### src/rtl/mbox_pkg.sv
package mbox_pkg;
  typedef enum logic {
    OWNER_REQ = 1'b0,
    OWNER_RSP = 1'b1
  } owner_e;
endpackage

### src/rtl/mbox_store.sv
module mbox_store #(
  parameter int WORDS = 8,
  parameter int DW    = 32,
  localparam int AW   = $clog2(WORDS)
) (
  input  logic          clk,
  input  logic          rst,
  input  logic          a_we,
  input  logic          a_re,
  input  logic          a_mask,
  input  logic [AW-1:0] a_addr,
  input  logic [DW-1:0] a_data,
  output logic [DW-1:0] a_rdata,
  input  logic          b_we,
  input  logic          b_re,
  input  logic [AW-1:0] b_addr,
  input  logic [DW-1:0] b_data,
  output logic [DW-1:0] b_rdata,
  output logic          owner_o
);
  logic [DW-1:0] mem [WORDS];

  always_ff @(posedge clk) begin
    if (rst) begin
      for (int i = 0; i < WORDS; i++) mem[i] <= '0;
      a_rdata <= '0;
      b_rdata <= '0;
    end else begin
      if (a_we) mem[a_addr] <= a_data;
      if (b_we) mem[b_addr] <= b_data;
      if (a_re) a_rdata <= a_mask ? '1 : mem[a_addr];
      if (b_re) b_rdata <= mem[b_addr];
    end
  end

  assign owner_o = mem[WORDS-1][DW-1];

  // a read taken while the function is in reset returns all ones
  a_r8_masked_read: assert property (@(posedge clk) disable iff (rst)
    (a_re && a_mask) |=> (a_rdata == '1));
endmodule

### src/rtl/mbox_ctl.sv
module mbox_ctl
  import mbox_pkg::*;
#(
  parameter int WORDS = 8,
  parameter int DW    = 32,
  localparam int AW   = $clog2(WORDS)
) (
  input  logic          clk,
  input  logic          rst,
  input  logic          fn_in_reset,
  input  owner_e        owner,
  input  logic          req_wr,
  input  logic [AW-1:0] req_addr,
  input  logic [DW-1:0] req_wdata,
  input  logic          rsp_wr,
  input  logic [AW-1:0] rsp_addr,
  input  logic [DW-1:0] rsp_wdata,
  output logic          a_we,
  output logic [DW-1:0] a_data,
  output logic          b_we,
  output logic [DW-1:0] b_data,
  output logic          err_o,
  output logic          notify_o
);
  localparam logic [AW-1:0] HDR_IDX = AW'(WORDS - 1);
  localparam logic [DW-1:0] OWN_MSK = DW'(1) << (DW - 1);

  logic req_live, req_hdr, rsp_hdr, handoff;

  always_comb begin
    req_live = req_wr && !fn_in_reset;
    req_hdr  = (req_addr == HDR_IDX);
    rsp_hdr  = (rsp_addr == HDR_IDX);
    a_we     = req_live && (owner == OWNER_REQ);
    a_data   = req_hdr ? (req_wdata | OWN_MSK) : req_wdata;
    b_we     = rsp_wr;
    b_data   = rsp_hdr ? (rsp_wdata & ~OWN_MSK) : rsp_wdata;
    handoff  = a_we && req_hdr && !(rsp_wr && rsp_hdr);
  end

  always_ff @(posedge clk) begin
    if (rst) begin
      err_o    <= 1'b0;
      notify_o <= 1'b0;
    end else begin
      notify_o <= handoff;
      if (req_live && owner == OWNER_RSP) err_o <= 1'b1;
    end
  end

  // the pulse only appears once the responder holds the window
  a_r4_notify_owner: assert property (@(posedge clk) disable iff (rst)
    notify_o |-> (owner == OWNER_RSP));
  // the pulse lasts one cycle
  a_r4_notify_single: assert property (@(posedge clk) disable iff (rst)
    notify_o |=> !notify_o);
  // the error flag is sticky
  a_r5_err_sticky: assert property (@(posedge clk) disable iff (rst)
    err_o |=> err_o);
  // a blocked write alters no dword through the requester side
  a_r5_blocked: assert property (@(posedge clk) disable iff (rst)
    (owner == OWNER_RSP) |-> !a_we);
endmodule

### src/rtl/mbox_aperture.sv
module mbox_aperture
  import mbox_pkg::*;
#(
  parameter int WORDS = 8,
  parameter int DW    = 32,
  localparam int AW   = $clog2(WORDS)
) (
  input  logic          clk,
  input  logic          rst,
  input  logic          fn_in_reset,
  input  logic          req_wr,
  input  logic          req_rd,
  input  logic [AW-1:0] req_addr,
  input  logic [DW-1:0] req_wdata,
  output logic [DW-1:0] req_rdata,
  output logic          req_err,
  input  logic          rsp_wr,
  input  logic          rsp_rd,
  input  logic [AW-1:0] rsp_addr,
  input  logic [DW-1:0] rsp_wdata,
  output logic [DW-1:0] rsp_rdata,
  output logic          rsp_notify
);
  localparam logic [AW-1:0] HDR_IDX = AW'(WORDS - 1);

  logic          a_we, b_we, owner_bit;
  logic [DW-1:0] a_data, b_data;
  owner_e        owner;

  assign owner = owner_e'(owner_bit);

  mbox_ctl #(.WORDS(WORDS), .DW(DW)) u_ctl (
    .clk(clk), .rst(rst), .fn_in_reset(fn_in_reset), .owner(owner),
    .req_wr(req_wr), .req_addr(req_addr), .req_wdata(req_wdata),
    .rsp_wr(rsp_wr), .rsp_addr(rsp_addr), .rsp_wdata(rsp_wdata),
    .a_we(a_we), .a_data(a_data), .b_we(b_we), .b_data(b_data),
    .err_o(req_err), .notify_o(rsp_notify)
  );

  mbox_store #(.WORDS(WORDS), .DW(DW)) u_store (
    .clk(clk), .rst(rst),
    .a_we(a_we), .a_re(req_rd), .a_mask(fn_in_reset), .a_addr(req_addr),
    .a_data(a_data), .a_rdata(req_rdata),
    .b_we(b_we), .b_re(rsp_rd), .b_addr(rsp_addr),
    .b_data(b_data), .b_rdata(rsp_rdata),
    .owner_o(owner_bit)
  );

  // an accepted header write from the requester hands over the window
  a_r3_handoff: assert property (@(posedge clk) disable iff (rst)
    (req_wr && !fn_in_reset && owner == OWNER_REQ && req_addr == HDR_IDX
     && !(rsp_wr && rsp_addr == HDR_IDX)) |=> (owner == OWNER_RSP));
  // a responder header write returns the window
  a_r7_return: assert property (@(posedge clk) disable iff (rst)
    (rsp_wr && rsp_addr == HDR_IDX) |=> (owner == OWNER_REQ));
  // function reset suppresses the error flag for requester writes
  a_r8_no_err: assert property (@(posedge clk) disable iff (rst)
    (!req_err && fn_in_reset) |=> !req_err);
endmodule

### config.mk
export PLATFORM = sky130hd
export DESIGN_NAME = mbox_aperture
export DESIGN_NICKNAME = d
export VERILOG_FILES = /design/src/rtl/mbox_pkg.sv /design/src/rtl/mbox_store.sv /design/src/rtl/mbox_ctl.sv /design/src/rtl/mbox_aperture.sv
export SDC_FILE = /design/constraint.sdc
export NUM_CORES = 1
export LEC_CHECK = 0
export CAP_MARGIN = 25
export CELL_PAD_IN_SITES_DETAIL_PLACEMENT = 1
export CELL_PAD_IN_SITES_GLOBAL_PLACEMENT = 2
export CORE_UTILIZATION = 30
export CTS_CLUSTER_SIZE = 24
export DETAILED_ROUTE_END_ITERATION = 12
export GPL_ROUTABILITY_DRIVEN = 0
export HOLD_SLACK_MARGIN = 0.08
export PLACE_DENSITY_LB_ADDON = 0.1
export SETUP_SLACK_MARGIN = 0.4
export SYNTH_ARGS = -nofsm -noshare
export SYNTH_HDL_FRONTEND = slang
export SYNTH_HIERARCHICAL = 1
export SYNTH_SLANG_ARGS = --single-unit
### constraint.sdc
create_clock -name clk -period 2.5 [get_ports clk]
set_input_delay 0.5 -clock clk [delete_from_list [all_inputs] [get_ports clk]]
set_output_delay 0.5 -clock clk [all_outputs]
set_load 0.005 [all_outputs]
==> results.ini <==
[grt]
grt.total_usage_pct=23.4
antenna_found_initial=3
grt_overflow=0
grt_first_pass_wirelength_um=101000
grt_max_degree=65
grt_pass1_vias=14060

[die]
die_y_um=244
fp.dieArea_um2=59600
initial_utilization_pct=30.4
dieWidth_um=244
rows=88
core_region_area_um2=57800
ioPinCount=143

[timing]
worst_slack_ps=304
clock.fmax_mhz=455
hold_viol=0
maxSlewViolCount=0
worstMarginPinSlew_ps=917
clock_skew_ps=11.0
period_minus_slack_ps=2200
slew_headroom_pct=38.6
rsz0062_at_grt=yes
setup_viol=0
period_share_pct=87.9

[layout]
diodes=0
layout-drive-gt1-share_pct=14.0
final_area_um2=22000
post-route-util_pct=38.0
nNetsFinal=1678
most-common-layout-cells=256 x mux2i_1, 256 x a22o_1, 256 x edfxtp_1
area_growth_syn_to_layout_pct=24.9

[clock_tree]
clkTransAtPathRegs_ps=60
cts_hold_buf=0
clockRootBuffer=clkbuf_16
cts_tree=built
cts_buffer_depth=3
cts-buffers-inserted=41
cts.sinks=322
clk_latency_ps=570
htreeDepth=2

[critical_path]
endpoint_kind=flop
cp_max_fo=8
startpoint_type=flop
startpoint=u_store/mem[7][31]$_DFFE_PP_
r2r-start=u_store/mem[7][31]$_DFFE_PP_
reg2reg_slack_ps=300
arrival_ps=2640
path_class=reg2reg
required_ps=2940

[synthesis]
synthDominantCellAreaShare_pct=43.7
yosysWarnings=6
syn-instance-count=1538
ys_types=34
synth_area_leader_cell=edfxtp_1
synthArstFlopShare_pct=0
postSynthAreaPerCell_um2=11.4
synth_area_um2=17600
synthTopCellsByArea=edfxtp_1 44%, mux2i_1 15%, a22o_1 13%
synth-main-ff-cell=edfxtp_1
syn-num-nets=1615
ys_seq_elements=322
synth_edf_count=256
ys_seq_area_share_pct=51.2

[routing]
first_iter_violations=758
wl_per_cell_um=29.9
drc=0
drt-total-wl_um=71600
antenna_left=0
vias=13412
dr.pass1.iters=5
viasPerCell=5.59

[status]
status=completed

[place]
hpwl_um=44900
io_buffer_count=142
dp_slack_ps=-261
placed_area_um2=20200

[power_and_ir_drop]
p_switching_w=0.00364
clock_power_share_pct=41.5
powerDensity_nw_per_um2=632
ir_drop_mv=0.447
intPower_w=0.0102
power_frac_seq_pct=45.0
combPwrFrac_pct=13.5
switching_share_pct=26.2
p_leak_nw=8.35

[min_path]
hold_path.class=in2reg
min-delay-start=rst

[run]
drv_cap=0

[state kept, by name, summed over array words and instances, names as in the netlist]
name / count
u_store/mem: 256
u_ctl/err_o: 1
u_ctl/notify_o: 1
u_store/a_rdata: 32
u_store/b_rdata: 32
[what timing repair did]
item                                    in CTS  in global routing
gates cloned                                 5                  7
setup buffers                                8                  1
endpoints found under the setup margin     256                256
hold endpoints to repair                     0                  0
resized for setup                           19                 10
pin swaps                                    2                  1
[metrics by stage]
stage               hold slack, ps  instances  TNS [ps]  total power [W]
floorplan                      436       1538         0          0.00731
global placement               435       2302    -30040          0.00819
detailed placement             445       2302    -34950          0.00822
CTS                            251       2390         0           0.0140
global route                   276       2398         0           0.0144
finish                         293       2398         0           0.0139
[worst paths after layout]
path | end | cells past startpoint
worst max-delay path | u_store/mem[0][5]$_DFFE_PP_ | 8
worst min-delay path | u_ctl/notify_o$_SDFF_PP0_ | 2
worst max register to register | u_store/mem[0][5]$_DFFE_PP_ | 8
worst min register to register | u_ctl/err_o$_SDFFE_PP0P_ | 2
[metal layers]
metal / track usage (%) / up-vias / wire, µm
met3: 2.66 / 115 / 2910
met1: 31.0 / 6988 / 32100
met4: 8.53 / 0 / 2470
met5: 0 / - / 0
li1: - / 5950 / -
met2: 39.2 / 359 / 34100
[worst max-delay path, stage by stage (launching register included)]
cell,delay [ps]
edfxtp_1,430
nor3b_2,200
buf_4,170
or3b_4,380
buf_6,160
a211oi_4,210
buf_6,180
clkbuf_16,180
a22o_1,140
[cells by family after synthesis]
kind of cell / after synthesis / synth area share, %
AO/OA/AOI/OAI: 458 / 20.8
buffers and inverters: 259 / 7.54
flip-flops: 322 / 51.2
multiplexers: 256 / 14.6
AND/OR/NAND/NOR: 243 / 5.89
[synthesized netlist by cell type, drive strengths merged (3+ instances only)]
library cell  count
nor2            207
a211oi            6
dfxtp            66
o22ai            64
buf             198
nand2             3
nor2b             3
mux2i           256
a22o            256
or3               8
nand2b            7
o31a             64
clkbuf           59
nand3b            3
edfxtp          256
o21ai            64
[power groups by stage]
stage / clock [W] / sequential [W] / combinational (W)
after floorplan: 0 / 0.00631 / 0.000999
after global placement: 0 / 0.00635 / 0.00185
after detailed placement: 0 / 0.00636 / 0.00186
after CTS: 0.00592 / 0.00625 / 0.00188
after global routing: 0.00608 / 0.00628 / 0.00199
final: 0.00576 / 0.00625 / 0.00188
[layout make-up]
| type | count | area (µm²) |
|---|---|---|
| inverter | 2 | 7.51 |
| tap | 765 | 957 |
| clock inverter | 16 | 97.6 |
| timing repair buffer | 277 | 3330 |
| multi-input combinational | 957 | 7410 |
| clock buffer | 59 | 1180 |
| fill | 6164 | 35800 |
| sequential | 322 | 9010 |
Power figures use the tool's default switching activity.
